`config.mk`:
```
export PLATFORM = sky130hd
export DESIGN_NAME = i2c_reg_target
export DESIGN_NICKNAME = d
export VERILOG_FILES = /design/src/rtl/i2c_tgt_pkg.sv /design/src/rtl/i2c_line_sync.sv /design/src/rtl/i2c_cond_detect.sv /design/src/rtl/i2c_tgt_fsm.sv /design/src/rtl/i2c_reg_target.sv
export SDC_FILE = /design/constraint.sdc
export NUM_CORES = 1
export LEC_CHECK = 0
export ABC_CLOCK_PERIOD_IN_PS = 3100
export BUFFER_PORTS_ARGS = -buffer_cell sky130_fd_sc_hd__buf_4
export CELL_PAD_IN_SITES_DETAIL_PLACEMENT = 0
export CELL_PAD_IN_SITES_GLOBAL_PLACEMENT = 2
export CORE_UTILIZATION = 37
export DETAILED_ROUTE_END_ITERATION = 12
export PLACE_DENSITY = 0.89
export SLEW_MARGIN = 20
export SYNTH_ARGS = -nofsm -noshare
export SYNTH_HDL_FRONTEND = slang
export SYNTH_SLANG_ARGS = --single-unit
```
`constraint.sdc`:
```
create_clock -name clk -period 3.1 [get_ports clk]
set_input_delay 0.155 -clock clk [delete_from_list [all_inputs] [get_ports clk]]
set_output_delay 0.155 -clock clk [all_outputs]
set_load 0.005 [all_outputs]
```
`src/rtl/i2c_tgt_pkg.sv`:
```
package i2c_tgt_pkg;

    localparam int BYTE_W = 8;
    localparam int CNT_W  = $clog2(BYTE_W + 1);
    localparam logic [CNT_W-1:0] LAST_BIT = CNT_W'(BYTE_W);

    typedef enum logic [3:0] {
        ST_IDLE,
        ST_ADDR,
        ST_ADDR_ACK,
        ST_REG,
        ST_REG_ACK,
        ST_WDATA,
        ST_WDATA_ACK,
        ST_TX,
        ST_TX_ACK,
        ST_IGNORE
    } tgt_state_e;

    // Bus events extracted from the synchronized lines.
    typedef struct packed {
        logic sda;
        logic scl_rise;
        logic scl_fall;
        logic start;
        logic stop;
    } bus_evt_t;

    function automatic logic addr_hit(input logic [BYTE_W-1:0] b, input logic [6:0] dev);
        return b[BYTE_W-1:1] == dev;
    endfunction

endpackage

```
`src/rtl/i2c_line_sync.sv`:
```
module i2c_line_sync #(
    parameter int STAGES = 2
) (
    input  logic clk,
    input  logic rst,
    input  logic scl_in,
    input  logic sda_in,
    output logic scl_s,
    output logic sda_s
);
    logic [STAGES-1:0] scl_q;
    logic [STAGES-1:0] sda_q;

    generate
        if (STAGES == 1) begin : g_single
            always_ff @(posedge clk) begin
                if (rst) begin
                    scl_q <= '1;
                    sda_q <= '1;
                end else begin
                    scl_q <= scl_in;
                    sda_q <= sda_in;
                end
            end
        end else begin : g_chain
            always_ff @(posedge clk) begin
                if (rst) begin
                    scl_q <= '1;
                    sda_q <= '1;
                end else begin
                    scl_q <= {scl_q[STAGES-2:0], scl_in};
                    sda_q <= {sda_q[STAGES-2:0], sda_in};
                end
            end
        end
    endgenerate

    assign scl_s = scl_q[STAGES-1];
    assign sda_s = sda_q[STAGES-1];
endmodule

```
`src/rtl/i2c_cond_detect.sv`:
```
module i2c_cond_detect
    import i2c_tgt_pkg::*;
(
    input  logic     clk,
    input  logic     rst,
    input  logic     scl_s,
    input  logic     sda_s,
    output bus_evt_t evt
);
    logic scl_d;
    logic sda_d;

    always_ff @(posedge clk) begin
        if (rst) begin
            scl_d <= 1'b1;
            sda_d <= 1'b1;
        end else begin
            scl_d <= scl_s;
            sda_d <= sda_s;
        end
    end

    always_comb begin
        evt.sda      = sda_s;
        evt.scl_rise = scl_s & ~scl_d;
        evt.scl_fall = ~scl_s & scl_d;
        // SDA edges while SCL holds high are bus conditions, not data.
        evt.start    = scl_s & scl_d & sda_d & ~sda_s;
        evt.stop     = scl_s & scl_d & ~sda_d & sda_s;
    end
endmodule

```
`src/rtl/i2c_tgt_fsm.sv`:
```
module i2c_tgt_fsm
    import i2c_tgt_pkg::*;
#(
    parameter logic [6:0] DEV_ADDR = 7'h60,
    parameter int         AW       = 8
) (
    input  logic              clk,
    input  logic              rst,
    input  bus_evt_t          evt,
    input  logic [BYTE_W-1:0] rd_data,
    output logic              drive,
    output logic [AW-1:0]     ptr,
    output logic              wr_en,
    output logic [AW-1:0]     wr_addr,
    output logic [BYTE_W-1:0] wr_data
);
    tgt_state_e        state;
    logic [CNT_W-1:0]  cnt;
    logic [BYTE_W-1:0] shreg;
    logic [BYTE_W-1:0] txb;
    logic              is_read;
    logic              mack;

    always_ff @(posedge clk) begin
        if (rst) begin
            state   <= ST_IDLE;
            cnt     <= '0;
            shreg   <= '0;
            txb     <= '0;
            is_read <= 1'b0;
            mack    <= 1'b0;
            drive   <= 1'b0;
            ptr     <= '0;
            wr_en   <= 1'b0;
            wr_addr <= '0;
            wr_data <= '0;
        end else begin
            wr_en <= 1'b0;
            if (evt.start) begin
                state <= ST_ADDR;
                cnt   <= '0;
                drive <= 1'b0;
            end else if (evt.stop) begin
                state <= ST_IDLE;
                cnt   <= '0;
                drive <= 1'b0;
            end else begin
                unique case (state)
                    ST_ADDR, ST_REG, ST_WDATA: begin
                        if (evt.scl_rise) begin
                            shreg <= {shreg[BYTE_W-2:0], evt.sda};
                            cnt   <= cnt + 1'b1;
                        end else if (evt.scl_fall && cnt == LAST_BIT) begin
                            if (state == ST_ADDR) begin
                                if (addr_hit(shreg, DEV_ADDR)) begin
                                    drive   <= 1'b1;
                                    is_read <= shreg[0];
                                    state   <= ST_ADDR_ACK;
                                end else begin
                                    state <= ST_IGNORE;
                                end
                            end else if (state == ST_REG) begin
                                ptr   <= shreg[AW-1:0];
                                drive <= 1'b1;
                                state <= ST_REG_ACK;
                            end else begin
                                wr_en   <= 1'b1;
                                wr_addr <= ptr;
                                wr_data <= shreg;
                                ptr     <= ptr + 1'b1;
                                drive   <= 1'b1;
                                state   <= ST_WDATA_ACK;
                            end
                        end
                    end
                    ST_ADDR_ACK: begin
                        if (evt.scl_fall) begin
                            cnt <= '0;
                            if (is_read) begin
                                txb   <= rd_data;
                                drive <= ~rd_data[BYTE_W-1];
                                state <= ST_TX;
                            end else begin
                                drive <= 1'b0;
                                state <= ST_REG;
                            end
                        end
                    end
                    ST_REG_ACK, ST_WDATA_ACK: begin
                        if (evt.scl_fall) begin
                            drive <= 1'b0;
                            cnt   <= '0;
                            state <= ST_WDATA;
                        end
                    end
                    ST_TX: begin
                        if (evt.scl_rise) begin
                            cnt <= cnt + 1'b1;
                        end else if (evt.scl_fall) begin
                            if (cnt == LAST_BIT) begin
                                drive <= 1'b0;
                                ptr   <= ptr + 1'b1;
                                state <= ST_TX_ACK;
                            end else begin
                                txb   <= {txb[BYTE_W-2:0], 1'b0};
                                drive <= ~txb[BYTE_W-2];
                            end
                        end
                    end
                    ST_TX_ACK: begin
                        if (evt.scl_rise) begin
                            mack <= ~evt.sda;
                        end else if (evt.scl_fall) begin
                            cnt <= '0;
                            if (mack) begin
                                txb   <= rd_data;
                                drive <= ~rd_data[BYTE_W-1];
                                state <= ST_TX;
                            end else begin
                                state <= ST_IGNORE;
                            end
                        end
                    end
                    default: begin
                        drive <= 1'b0;
                    end
                endcase
            end
        end
    end
endmodule

```
`src/rtl/i2c_reg_target.sv`:
```
module i2c_reg_target
    import i2c_tgt_pkg::*;
#(
    parameter logic [6:0] DEV_ADDR    = 7'h60,
    parameter int         AW          = 8,
    parameter int         SYNC_STAGES = 2
) (
    input  logic              clk,
    input  logic              rst,
    input  logic              nrst_n,
    input  logic              scl_in,
    input  logic              sda_in,
    output logic              sda_oe,
    output logic [AW-1:0]     reg_rd_addr,
    input  logic [BYTE_W-1:0] reg_rd_data,
    output logic              reg_wr_en,
    output logic [AW-1:0]     reg_wr_addr,
    output logic [BYTE_W-1:0] reg_wr_data
);
    logic     scl_s;
    logic     sda_s;
    bus_evt_t evt;
    logic     drive;

    i2c_line_sync #(.STAGES(SYNC_STAGES)) u_sync (
        .clk    (clk),
        .rst    (rst),
        .scl_in (scl_in),
        .sda_in (sda_in),
        .scl_s  (scl_s),
        .sda_s  (sda_s)
    );

    i2c_cond_detect u_cond (
        .clk   (clk),
        .rst   (rst),
        .scl_s (scl_s),
        .sda_s (sda_s),
        .evt   (evt)
    );

    i2c_tgt_fsm #(.DEV_ADDR(DEV_ADDR), .AW(AW)) u_fsm (
        .clk     (clk),
        .rst     (rst),
        .evt     (evt),
        .rd_data (reg_rd_data),
        .drive   (drive),
        .ptr     (reg_rd_addr),
        .wr_en   (reg_wr_en),
        .wr_addr (reg_wr_addr),
        .wr_data (reg_wr_data)
    );

    // The silencing pin gates the wire directly, without waiting for a clock.
    assign sda_oe = drive & nrst_n;
endmodule

```
==> metrics <==
worst-path fanout max=20; Pins Over Slew Limit=0; DRT Pass-1 Iters=4; Hold Violations, Final=0; YS warnings=0; top-area cell type share of the netlist area=0.391; Remaining Overflow, GRT=0; Clock power frac=0.471; switching part of the total power=0.233; post-route insts no fill=about 480; Peak VDD IR=around 260 uV; Synth cell types=between 50 and 60; row count=32; CP Data Arrival Time=roughly 2600 ps; CTS buffer count=9; placed cells=459; initial antenna violation count=0; EDFF count, synth=0; die footprint=roughly 0.008 mm2; leakage=0.00141 uW; Layout fillers=~790; Cells after Synth=about 340; global routing's busiest layer=met2; unrepaired setup endpoints after global routing=false; Clock transition at path regs=70 ps; post-synthesis sequential area ratio=0.391; Total GRT Usage=0.184; Die Span Y=just over 90 um; detailed-route DRC error count=0; critical path required time=between 3000 and 4000 ps; Worst Hold Class=in2reg; Comb pwr share=0.034; CP startpoint kind=flip-flop; core footprint=0.00769 mm2; # H-tree levels=3; met3 usage=0.0530; Slew headroom=0.487; Mapped Nets=around 360; crit-path cells=and4b_1 -> a311oi_1 -> or4_4 -> mux2_4; Cell Pwr Density=between 400 and 500 mW/mm2; Tcrit/Tclk final=0.754; Syn-to-layout area delta=17.8%; buffers added on ports=38; fin nets=386; DP HPWL=about 4600 um; Initial Util=0.379; Vias per Instance=~5.3; CTS tree=done; routed len/inst=roughly 15 um; met1 usage=0.256; most frequent cell after synthesis=dfxtp_1; Antenna Nets Post-Route=0; Psw=between 300 and 400 uW; Post-synth ARST share=0; final WL=roughly 7000 um; CP Capture Type=flip-flop; vias in the first global route=roughly 2400; CTS root buffer=clkbuf_8; largest net degree at the start of global routing=57; first-pass GRT wire length=11900 um; top post-synthesis cells by area=dfxtp_1, mux2i_1, a21oi_1; #FFs+latches synth=between 50 and 60; Int Pwr=~1100 uW; Commonest cells post-synth=dfxtp_1, nand2_1, a21oi_1; Syn Area/Cell=about 8.5 um2; clock insertion delay at the later pin of the skew report=between 300 and 400 ps; Synth Cell Area=between 0.002 and 0.003 mm2; Crit Path Class=reg2reg; Fmax=between 0.4 and 0.5 GHz; antenna diode count=0; CTS max path bufs=2; Max stage delay cell, worst path=dfxtp_1; Final min period=2340 ps; CP Buf/Inv Count=0; largest delay contributor family on the critical path=simple AND/OR/NAND/NOR gates; worst-margin pin slew=around 760 ps; Max-Cap Viols=0; IO Pins=39; 1st-iter DRT viols=about 310; endpoints failing setup=0; via count=2532; dominant synthesized flop cell=dfxtp_1; Post-Route Skew=~7.6 ps; Seq pwr share=0.494; share of layout cells above drive strength 1=0.203; routing usage on met2=0.277; status=completed; largest stage delay on the critical path=760 ps; Num Clock Sinks=57; leading area contributor after synthesis=dfxtp_1; Die Width=90.8 um; setup TNS=0 ps; Final GP Congestion=~0.81
## metrics by stage
stage	util	total power (uW)	area, um2	hold WS (ps)	setup slack [ps]
floorplan	-	786	2920	259	1190
global placement	0.419	806	3220	341	831
detailed placement	0.419	806	3220	344	766
CTS	0.447	1520	3440	216	748
global route	0.447	1560	3440	246	635
finish	0.447	1500	3440	235	763
## worst reg2reg max path, cell delays in order, from the launching register on
cell	delay [ps]
dfxtp_1	760
and4b_1	440
a311oi_1	90
or4_4	620
mux2_4	330
## cell type report
class / instances / area [um2] / share of cell area
Multi-Input combinational cell: 250 / 1610 / 0.470
Sequential cell: 57 / 1140 / 0.332
Inverter: 10 / 37.5 / 0.0109
Clock inverter: 5 / 55.1 / 0.0160
Tap cell: 102 / 128 / 0.0371
Clock buffer: 11 / 141 / 0.0411
Timing Repair Buffer: 42 / 320 / 0.0932
## layout by cell type (no fill, tap or decap), types with 3 or more instances in the layout
| master | n |
|---|---|
| nor2b_1 | 7 |
| dfxtp_1 | 57 |
| o31ai_1 | 3 |
| clkbuf_8 | 10 |
| and2_1 | 4 |
| o21ai_0 | 13 |
| nand3_1 | 13 |
| a211oi_1 | 6 |
| buf_4 | 40 |
| o32ai_1 | 3 |
| or3_1 | 3 |
| inv_1 | 10 |
| and2_0 | 5 |
| nand2b_1 | 3 |
| nand3b_1 | 3 |
| xor2_1 | 3 |
| nor3_1 | 12 |
| mux2i_1 | 19 |
| nand4b_1 | 3 |
| nor2_1 | 27 |
| mux2_4 | 6 |
| o22ai_1 | 3 |
| nand2_1 | 35 |
| ha_1 | 3 |
| a21oi_1 | 29 |
| or2_2 | 7 |
| and3_1 | 3 |
## state kept, by name, indices dropped and copies added (netlist names), 4 cells and up
name,count
u_fsm.txb,7
u_fsm.state,4
u_fsm.wr_addr,8
u_fsm.wr_data,8
u_fsm.cnt,4
u_fsm.ptr,8
u_fsm.shreg,8
## cells by family (layout without fill, tap and decap cells)
kind of cell,count (synthesis),after routing,synth area share
flip-flops,57,57,0.391
multiplexers,25,25,0.0961
XOR/XNOR,5,5,0.0150
buffers and inverters,35,68,0.0575
adder cells (fa/ha/maj),3,3,0.0129
AO/OA/AOI/OAI,72,72,0.157
AND/OR/NAND/NOR,145,145,0.271
## power by group through the flow
stage               logic, uW  registers [uW]  clock network [uW]
finish                   51.4             740                 706
global route             56.4             740                 765
CTS                      51.5             740                 731
detailed placement       49.2             757                   0
global placement         49.3             757                   0
floorplan                31.6             754                   0
## layer usage
layer,part of all wire,vias to the layer above,routed length [um]
li1,-,1276,-
met1,0.49,1177,3520
met2,0.44,71,3170
met3,0.054,8,384
met4,0.010,0,73
met5,0,-,0
## path summary, 6_finish.rpt
check,to,cells after the start,startpoint,slack (ps)
max,u_fsm.txb[4],4,u_fsm.state[2],760
min,u_fsm.txb[2],4,reg_rd_data[2],230
max reg2reg,u_fsm.txb[4],4,u_fsm.state[2],760
min reg2reg,u_sync.scl_q[1],1,u_sync.scl_q[0],410
## what timing repair did
item / 4_1_cts / 5_1_grt
resized for setup: 0 / 0
hold buffers: 2 / 0
setup buffers: 0 / 0
hold endpoints to repair: 2 / 0
Power figures use the tool's default switching activity.
